[src/rtl/lp_rtc_pkg.sv]
package lp_rtc_pkg;

  typedef struct packed {
    logic incr;
    logic clear;
    logic forceOvf;
  } strobe_t;

  localparam int ADDR_W     = 4;
  localparam int ADDR_COUNT = 0;
  localparam int ADDR_PRESC = 1;
  localparam int ADDR_FLAGS = 2;
  localparam int ADDR_INTEN = 3;
  localparam int ADDR_CMP0  = 4;

endpackage

[src/rtl/lp_rtc_cmp.sv]
module lp_rtc_cmp #(
  parameter int CNT_W = 24
) (
  input  logic             clk,
  input  logic             rstN,
  input  logic             wrEn,
  input  logic [CNT_W-1:0] wdata,
  input  logic             incr,
  input  logic [CNT_W-1:0] nextCount,
  output logic             hit,
  output logic [CNT_W-1:0] value
);

  always_ff @(posedge clk) begin
    if (!rstN)     value <= '0;
    else if (wrEn) value <= wdata;
  end

  // match only when a step lands on the value
  assign hit = incr && (nextCount == value);

  // a match cannot repeat on the next cycle while the value is unchanged
  p_single_hit_r6: assert property (@(posedge clk) disable iff (!rstN)
    (hit && !wrEn) |=> !hit);

endmodule

[src/rtl/lp_rtc_ctrl.sv]
module lp_rtc_ctrl
  import lp_rtc_pkg::*;
#(
  parameter int PRE_W = 12
) (
  input  logic             clk,
  input  logic             rstN,
  input  logic             tickEn,
  input  logic             taskStart,
  input  logic             taskStop,
  input  logic             taskClear,
  input  logic             taskOvf,
  input  logic             presWrEn,
  input  logic [PRE_W-1:0] presWdata,
  output logic [PRE_W-1:0] prescVal,
  output strobe_t          strb
);

  logic             running;
  logic [PRE_W-1:0] prescReg;
  logic [PRE_W-1:0] divCnt;
  logic             presAccept;
  logic             rollover;

  assign presAccept = presWrEn && !running;
  assign rollover   = running && tickEn && (divCnt == prescReg);

  always_ff @(posedge clk) begin
    if (!rstN)          running <= 1'b0;
    else if (taskStop)  running <= 1'b0;
    else if (taskStart) running <= 1'b1;
  end

  always_ff @(posedge clk) begin
    if (!rstN)           prescReg <= '0;
    else if (presAccept) prescReg <= presWdata;
  end

  always_ff @(posedge clk) begin
    if (!rstN)                        divCnt <= '0;
    else if (taskClear || presAccept) divCnt <= '0;
    else if (running && tickEn)       divCnt <= rollover ? '0 : divCnt + 1'b1;
  end

  // priority: clear > force-overflow > step
  always_comb begin
    strb.clear    = taskClear;
    strb.forceOvf = taskOvf && !taskClear;
    strb.incr     = rollover && !taskClear && !taskOvf;
  end

  assign prescVal = prescReg;

  // divider value cannot change while running
  p_presc_locked_r11: assert property (@(posedge clk) disable iff (!rstN)
    running |=> $stable(prescReg));

  // no step while halted
  p_halted_no_step_r10: assert property (@(posedge clk) disable iff (!rstN)
    !running |-> !strb.incr);

  // halt wins over start
  p_stop_wins_r10: assert property (@(posedge clk) disable iff (!rstN)
    taskStop |=> !running);

endmodule

[src/rtl/lp_rtc_datapath.sv]
module lp_rtc_datapath
  import lp_rtc_pkg::*;
#(
  parameter int CNT_W   = 24,
  parameter int NUM_CC  = 4,
  parameter int OVF_GAP = 16
) (
  input  logic                         clk,
  input  logic                         rstN,
  input  strobe_t                      strb,
  input  logic [NUM_CC-1:0]            cmpWrEn,
  input  logic                         flagWrEn,
  input  logic                         ienWrEn,
  input  logic [CNT_W-1:0]             wdata,
  output logic [CNT_W-1:0]             count,
  output logic [NUM_CC+1:0]            flags,
  output logic [NUM_CC+1:0]            ien,
  output logic [NUM_CC-1:0][CNT_W-1:0] cmpVals,
  output logic                         irq
);

  localparam int               FLAG_W   = NUM_CC + 2;
  localparam logic [CNT_W-1:0] CNT_MAX  = '1;
  localparam logic [CNT_W-1:0] OVF_LOAD = CNT_MAX - CNT_W'(OVF_GAP - 1);

  logic [CNT_W-1:0]  nextCount;
  logic [NUM_CC-1:0] cmpHit;
  logic [FLAG_W-1:0] setVec;
  logic [FLAG_W-1:0] flagsKept;

  assign nextCount = count + 1'b1;

  always_ff @(posedge clk) begin
    if (!rstN)              count <= '0;
    else if (strb.clear)    count <= '0;
    else if (strb.forceOvf) count <= OVF_LOAD;
    else if (strb.incr)     count <= nextCount;
  end

  for (genvar i = 0; i < NUM_CC; i++) begin : g_cmp
    lp_rtc_cmp #(.CNT_W(CNT_W)) u_cmp (
      .clk       (clk),
      .rstN      (rstN),
      .wrEn      (cmpWrEn[i]),
      .wdata     (wdata),
      .incr      (strb.incr),
      .nextCount (nextCount),
      .hit       (cmpHit[i]),
      .value     (cmpVals[i])
    );
  end

  assign setVec    = {cmpHit, strb.incr && (count == CNT_MAX), strb.incr};
  assign flagsKept = flagWrEn ? (flags & wdata[FLAG_W-1:0]) : flags;

  always_ff @(posedge clk) begin
    if (!rstN) flags <= '0;
    else       flags <= flagsKept | setVec;
  end

  always_ff @(posedge clk) begin
    if (!rstN)        ien <= '0;
    else if (ienWrEn) ien <= wdata[FLAG_W-1:0];
  end

  assign irq = |(flags & ien);

  // clear zeroes the count
  p_clear_zero_r5: assert property (@(posedge clk) disable iff (!rstN)
    strb.clear |=> (count == '0));

  // clear raises no flag
  p_clear_silent_r5: assert property (@(posedge clk) disable iff (!rstN)
    (strb.clear && !flagWrEn) |=> (flags == $past(flags)));

  // preload value
  p_force_load_r4: assert property (@(posedge clk) disable iff (!rstN)
    strb.forceOvf |=> (count == OVF_LOAD));

  // wrap goes to zero and sets the wrap flag
  p_wrap_flag_r3: assert property (@(posedge clk) disable iff (!rstN)
    (strb.incr && count == CNT_MAX) |=> (flags[1] && count == '0));

  // count holds when nothing acts on it
  p_hold_r10: assert property (@(posedge clk) disable iff (!rstN)
    !(strb.incr || strb.clear || strb.forceOvf) |=> $stable(count));

  // a step flag survives a clearing write in the same cycle
  p_set_wins_r8: assert property (@(posedge clk) disable iff (!rstN)
    strb.incr |=> flags[0]);

endmodule

[src/rtl/lp_rtc_top.sv]
module lp_rtc_top
  import lp_rtc_pkg::*;
#(
  parameter int CNT_W   = 24,
  parameter int PRE_W   = 12,
  parameter int NUM_CC  = 4,
  parameter int OVF_GAP = 16
) (
  input  logic              clk,
  input  logic              rstN,
  input  logic              tickEn,
  input  logic              taskStart,
  input  logic              taskStop,
  input  logic              taskClear,
  input  logic              taskOvf,
  input  logic              regValid,
  input  logic              regWrite,
  input  logic [ADDR_W-1:0] regAddr,
  input  logic [CNT_W-1:0]  regWdata,
  output logic [CNT_W-1:0]  regRdata,
  output logic              irq
);

  localparam int FLAG_W = NUM_CC + 2;

  strobe_t                      strb;
  logic                         wrStrobe;
  logic [NUM_CC-1:0]            cmpWrEn;
  logic [PRE_W-1:0]             prescVal;
  logic [CNT_W-1:0]             count;
  logic [FLAG_W-1:0]            flags;
  logic [FLAG_W-1:0]            ien;
  logic [NUM_CC-1:0][CNT_W-1:0] cmpVals;

  assign wrStrobe = regValid && regWrite;

  for (genvar i = 0; i < NUM_CC; i++) begin : g_cmpDec
    assign cmpWrEn[i] = wrStrobe && (regAddr == ADDR_W'(ADDR_CMP0 + i));
  end

  lp_rtc_ctrl #(.PRE_W(PRE_W)) u_ctrl (
    .clk       (clk),
    .rstN      (rstN),
    .tickEn    (tickEn),
    .taskStart (taskStart),
    .taskStop  (taskStop),
    .taskClear (taskClear),
    .taskOvf   (taskOvf),
    .presWrEn  (wrStrobe && regAddr == ADDR_W'(ADDR_PRESC)),
    .presWdata (regWdata[PRE_W-1:0]),
    .prescVal  (prescVal),
    .strb      (strb)
  );

  lp_rtc_datapath #(.CNT_W(CNT_W), .NUM_CC(NUM_CC), .OVF_GAP(OVF_GAP)) u_dp (
    .clk      (clk),
    .rstN     (rstN),
    .strb     (strb),
    .cmpWrEn  (cmpWrEn),
    .flagWrEn (wrStrobe && regAddr == ADDR_W'(ADDR_FLAGS)),
    .ienWrEn  (wrStrobe && regAddr == ADDR_W'(ADDR_INTEN)),
    .wdata    (regWdata),
    .count    (count),
    .flags    (flags),
    .ien      (ien),
    .cmpVals  (cmpVals),
    .irq      (irq)
  );

  always_comb begin
    regRdata = '0;
    if (regValid && !regWrite) begin
      if (regAddr == ADDR_W'(ADDR_COUNT)) regRdata = count;
      if (regAddr == ADDR_W'(ADDR_PRESC)) regRdata = CNT_W'(prescVal);
      if (regAddr == ADDR_W'(ADDR_FLAGS)) regRdata = CNT_W'(flags);
      if (regAddr == ADDR_W'(ADDR_INTEN)) regRdata = CNT_W'(ien);
      for (int i = 0; i < NUM_CC; i++) begin
        if (regAddr == ADDR_W'(ADDR_CMP0 + i)) regRdata = cmpVals[i];
      end
    end
  end

  // a write cycle never drives read data
  p_quiet_on_write_r12: assert property (@(posedge clk) disable iff (!rstN)
    regWrite |-> (regRdata == '0));

endmodule

[config.mk]
export PLATFORM = sky130hd
export DESIGN_NAME = lp_rtc_top
export DESIGN_NICKNAME = d
export VERILOG_FILES = /design/src/rtl/lp_rtc_pkg.sv /design/src/rtl/lp_rtc_cmp.sv /design/src/rtl/lp_rtc_ctrl.sv /design/src/rtl/lp_rtc_datapath.sv /design/src/rtl/lp_rtc_top.sv
export SDC_FILE = /design/constraint.sdc
export NUM_CORES = 1
export LEC_CHECK = 0
export ABC_AREA = 1
export BUFFER_PORTS_ARGS = -buffer_cell sky130_fd_sc_hd__buf_2
export CAP_MARGIN = 20
export CELL_PAD_IN_SITES_DETAIL_PLACEMENT = 1
export CELL_PAD_IN_SITES_GLOBAL_PLACEMENT = 2
export CORE_MARGIN = 2
export CORE_UTILIZATION = 34
export CTS_BUF_LIST = sky130_fd_sc_hd__clkbuf_4 sky130_fd_sc_hd__clkbuf_8
export CTS_CLUSTER_SIZE = 12
export DETAILED_ROUTE_END_ITERATION = 7
export GPL_TIMING_DRIVEN = 0
export PLACE_DENSITY = 0.85
export SYNTH_ARGS = -nofsm -noshare
export SYNTH_HDL_FRONTEND = slang
export SYNTH_SLANG_ARGS = --single-unit
[constraint.sdc]
create_clock -name clk -period 2.3 [get_ports clk]
set_input_delay 0.23 -clock clk [delete_from_list [all_inputs] [get_ports clk]]
set_output_delay 0.23 -clock clk [all_outputs]
set_load 0.01 [all_outputs]
Word level (Yosys, flattened, before mapping)
Cells that the tools add are included.
{"block": "word_totals", "memories": 0, "romBits": 0, "ram_bits": 0, "ff_bits": 157, "latchBits": 0, "elab_cells": 75}
{"block": "op_classes", "n_eq_ne": 13, "bitwise_logic": 4, "multipliers": 0, "n_div": 0, "magnitude_cmp": 0, "n_reduce_logical": 32, "shift": 0, "add_sub_neg": 2, "muxes": 13}
{"op": "$mux W24", "count": 11}
{"op": "$eq A24 B24 Y1", "count": 4}
{"op": "$add A24 B1 Y24 const B", "count": 1}
{"op": "$eq A24 B24 Y1 const B", "count": 1}
{"op": "$logic_and A1 B1 Y1", "count": 20}
{"op": "$eq A4 B3 Y1 const B", "count": 4}
{"op": "$add A12 B1 Y12 const B", "count": 1}
{"op": "$and A6 B6 Y6", "count": 2}
{"op": "$eq A12 B12 Y1", "count": 1}
{"op": "$mux W12", "count": 1}
{"op": "$eq A4 B2 Y1 const B", "count": 2}
{"op": "$mux W6", "count": 1}
{"op": "$or A6 B6 Y6", "count": 1}
{"op": "$reduce_or A2 Y1", "count": 3}
{"op": "$reduce_or A6 Y1", "count": 1}
{"op": "$eq A4 B1 Y1 const B", "count": 1}
{"op": "$logic_not A1 Y1", "count": 4}
{"op": "$logic_not A4 Y1", "count": 1}
{"op": "$reduce_or A3 Y1", "count": 1}
{"op": "$reduce_bool A2 Y1", "count": 1}
{"op": "$logic_or A1 B1 Y1", "count": 1}
{"op": "$not A1 Y1", "count": 1}

Depth between registers and ports, before layout
{"block": "depth", "depth_word": 10, "depth_mapped": 15, "mapped_depth_nobuf": 15}

By module
Synthesis repeated with hierarchy kept, for this count alone.
{"block": "hier_totals", "hier_cells": 1645, "area_unflattened_um2": 9937.0}
{"module": "lp_rtc_cmp", "instances": 4, "cells_per_inst": 204, "area_each_um2": 1280.0}
{"module": "lp_rtc_datapath", "instances": 1, "cells_per_inst": 319, "area_each_um2": 2064.5}
{"module": "lp_rtc_ctrl", "instances": 1, "cells_per_inst": 229, "area_each_um2": 1417.6}
{"module": "lp_rtc_top", "instances": 1, "cells_per_inst": 281, "area_each_um2": 1335.0}

Worst setup path after synthesis
Ideal clock, no wire load.
{"block": "synth_path", "path_type": "reg2reg", "startpoint": "reg u_dp.count[1]", "endpoint": "reg u_dp.flags[2]", "setup_ns": 0.070, "setup_slack_ns": 0.482, "stages_incl_launch_ff": 14, "t_required_ns": 2.230, "arrival_time_ns": 1.748, "path_cell_list": "dfxtp_1 -> ha_1 -> nand2_2 -> inv_1 -> nand2_1 -> nor2_1 -> nand3_1 -> nand2_1 -> inv_1 -> nand2_1 -> nand3_1 -> nor2_1 -> nand3_1 -> a21oi_1"}
{"block": "synth_between", "elab_chain_cells": 4}
{"item": "from (decl)", "line_no": "lp_rtc_datapath.sv:15", "source": "output logic [CNT_W-1:0] count,"}
{"item": "from (signal assigned)", "line_no": "lp_rtc_datapath.sv:37", "source": "else if (strb.incr) count <= nextCount;"}
{"item": "$add A24 B1 Y24", "line_no": "lp_rtc_datapath.sv:31", "source": "assign nextCount = count + 1'b1;"}
{"item": "$eq A24 B24 Y1", "line_no": "lp_rtc_cmp.sv:20", "source": "assign hit = incr && (nextCount == value);"}
{"item": "$logic_and A1 B1 Y1", "line_no": "lp_rtc_cmp.sv:20"}
{"item": "$or A6 B6 Y6", "line_no": "lp_rtc_datapath.sv:58", "source": "else flags <= flagsKept | setVec;"}
{"item": "to (signal assigned)", "line_no": "lp_rtc_datapath.sv:58"}
{"item": "to (decl)", "line_no": "lp_rtc_datapath.sv:16", "source": "output logic [NUM_CC+1:0] flags,"}
No other way between the ends.
A chain may end at the register's enable or synchronous reset.

Final worst setup path
Ends and elaborated chain as after synthesis.

==> reports/metrics.csv <==
stage;metric;value;unit
setup_path;Critical Path RT;2.73;ns
floorplanning;Die Wd;168.4;um
run_status;status;complete, but fails checks;
logic_synthesis;Post-synth EDFFs;0;
job;Max Cap Violations;0;
logic_synthesis;sequential area share after synthesis;0.3420;
clocking;root buffer cell;clkbuf_8;
final_layout;nets;1624;
logic_synthesis;Synth warnings;0;
detailed_routing;Avg Vias per Cell;5.630;
floorplanning;row count;60;
place;GPL Wtd Cong;0.9748;
logic_synthesis;Syn Nets;1513;
final_layout;Diodes inserted;0;
place;post-DP HPWL;32850;um
floorplanning;die height;168.4;um
detailed_routing;routed len/inst;22.82;um
floorplanning;IO Pins;62;
grt;pin count of the biggest net entering global routing;17;
detailed_routing;DRC errors left;0;
logic_synthesis;synthesized area;9190;um2
logic_synthesis;Yosys top cell area share;0.3420;
detailed_routing;First DRT Iteration DRCs;976;
logic_synthesis;Distinct cells, synth;40;
floorplanning;core area;26730;um2
final_layout;Core Util, Final;0.4140;
clocking;CTS buffer count;17;
timing;Slew @ Worst Pin;0.9921;ns
run_status;failing checks;setup timing;
power;leak pwr;4.372;nW
place;Setup WS pre-CTS;-0.8008;ns
logic_synthesis;top post-synthesis cells by area;dfxtp_1 34%, nand2_1 14%, a21oi_1 11%, o21ai_0 9.0%, inv_1 7.7%;
clocking;CTS tree;built;
detailed_routing;Via Count;10920;
grt;remaining global-route overflow;0;
timing;Slew HR;0.3386;
logic_synthesis;cell taking the most area after synthesis;dfxtp_1;
setup_path;Worst setup EP type;register;
timing;final hold vios;0;
clocking;worst skew pair latency;0.49;ns
power;Tot Pwr;5.616;mW
final_layout;area delta synth->final;20.40;%
place;PortBufs;61;
setup_path;crit start category;register;
timing;Clock Skew;0.01657;ns
final_layout;share of cells above drive strength 1;0.1765;
timing;Final Max Tran Viols;0;
power;IR Drop Worst-Case VDD;0.2448;mV
final_layout;Filler cells;3586;
final_layout;commonest non-fill, non-tap cell in the layout;nand2_1;
floorplanning;initial core utilization;0.3439;
logic_synthesis;Avg Inst Size Synth;6.235;um2
setup_path;CP Class;register to register;
detailed_routing;drt pass-1 iters;8;
floorplanning;DIE AREA;28360;um2
clocking;H-Tree Depth;4;
final_layout;commonest non-fill, non-tap cells in the layout;304 x nand2_1, 187 x inv_1, 187 x a21oi_1;
logic_synthesis;async set-reset flop share out of synthesis;0;
clocking;Clock transition at path regs;0.10;ns
timing;Final Setup Violations;3;
timing;RSZ-0062 raised after global routing;true;
setup_path;crit path DAT;2.78;ns
logic_synthesis;Mapped Cells;1474;
grt;initial antenna violation count;1;
setup_path;crit-path max FO;5;
grt;first-pass GRT wire length;65160;um
power;power per standard cell area;507.5;nW/um2
logic_synthesis;FF+latch count, synth;157;
clocking;# clock sinks;157;
detailed_routing;Routed WL;44250;um
logic_synthesis;most common flop cell mapped by yosys;dfxtp_1;
timing;Final WS setup;-0.05899;ns
detailed_routing;number of nets still failing antenna checks after routing;0;
timing;period utilisation layout;1.026;
min_path;Hold WC Path Type;input port to register;
timing;post-route minimum period;2.359;ns
grt;Total Routing Usage GR;0.3098;
grt;vias in the first global route;10710;
timing;Max Freq;0.4239;GHz
clocking;Max clock buf depth;2;
-- power by group --
part           leakage, nW  internal, mW  switching (mW)
logic                 2.92         0.197           0.520
clock network        0.175         0.881            1.22
registers             1.28          2.75          0.0395
total                 4.37          3.83            1.78
-- per-stage QoR --
step | area (um2) | instances | hold slack [ns] | TNS, ns
after floorplan | 9190 | 1474 | 0.3068 | 0
after global placement | 9922 | 1876 | 0.3949 | -25.67
after detailed placement | 9922 | 1876 | 0.3989 | -29.74
after CTS | 10700 | 1924 | 0.03108 | 0
after global routing | 11060 | 1939 | 0.04894 | -0.4599
final | 11060 | 1939 | 0.03513 | -0.07982
-- final timing paths --
check,cells after the start,endpoint,slack [ns],startpoint
min reg2reg,2,u_dp.ien[3]$_SDFFE_PN0P_,0.48,u_dp.ien[3]$_SDFFE_PN0P_
max,14,u_dp.flags[2]$_SDFF_PN0_,-0.06,u_dp.count[1]$_SDFFE_PP0P_
max reg2reg,14,u_dp.flags[2]$_SDFF_PN0_,-0.06,u_dp.count[1]$_SDFFE_PP0P_
min,3,u_dp.g_cmp[3].u_cmp.value[16]$_SDFFE_PN0P_,0.04,regWdata[16]
-- timing repair --
action,4_1_cts,5_1_grt
pin swaps,24,36
gates resized for setup,89,101
gates cloned,1,0
setup endpoints to repair,39,54
hold buffers,2,0
endpoints found under the hold margin,1,0
buffers inserted,14,16
-- sequential cells by signal, indices dropped and copies added, names as in the netlist --
| name | cells |
|---|---|
| u_dp.g_cmp.u_cmp.value | 96 |
| u_dp.count | 24 |
| u_dp.flags | 6 |
| u_ctrl.divCnt | 12 |
| u_dp.ien | 6 |
| u_ctrl.running | 1 |
| u_ctrl.prescVal | 12 |
-- kinds of logic (layout without fill, tap and decap cells) --
group	after synthesis	count (layout)	synth area share
buffers and inverters	255	378	0.1048
AOI/OAI and AO/OA	421	421	0.2451
adders and majority gates	2	2	0.002723
xor gates and xnor gates	20	20	0.01906
and+or+nand+nor	619	620	0.2863
DFF	157	157	0.3420
-- synth_stat cells (all sizes together) (3+ instances only) --
cell type / number
o21ai: 165
dfxtp: 157
a31oi: 6
o22ai: 19
nand2: 346
buf: 7
o221ai: 9
inv: 194
xnor2: 4
xor2: 16
nor2: 117
a21oi: 194
nand4: 14
nand3: 127
clkbuf: 53
nor3: 10
a221oi: 3
o211ai: 11
a211oi: 7
-- worst max-delay path, cell delays in order (launching register included) --
cell,delay (ns)
dfxtp_4,0.40
ha_4,0.18
nand2_8,0.06
nor2_4,0.19
buf_6,0.16
nand2_2,0.11
nand2_4,0.09
nand2_2,0.10
nand2_1,0.08
o21ai_1,0.12
nor2_1,0.14
nand3_1,0.18
nor2_2,0.21
nand3_4,0.12
a21oi_2,0.16
-- area by class of cell --
class                   instances  area (um2)  area share
repair buffers                 93       558.0     0.05044
multi-input cells            1063        5528      0.4996
well taps                     341       426.7     0.03856
plain buffers                  58       265.3     0.02397
clock inverters                13       117.6     0.01063
inverters                     195       743.2     0.06717
clock buffers                  19       249.0     0.02250
flip-flops and latches        157        3177      0.2871
-- layer usage --
layer  track usage  vias up  wire length [um]
met5             0        -                 7
met4        0.1166        2              1348
met3       0.06323       71              3038
met2        0.4786      378             19570
met1        0.4260     5346             20290
li1              -     5120                 -
Power figures use the tool's default switching activity.
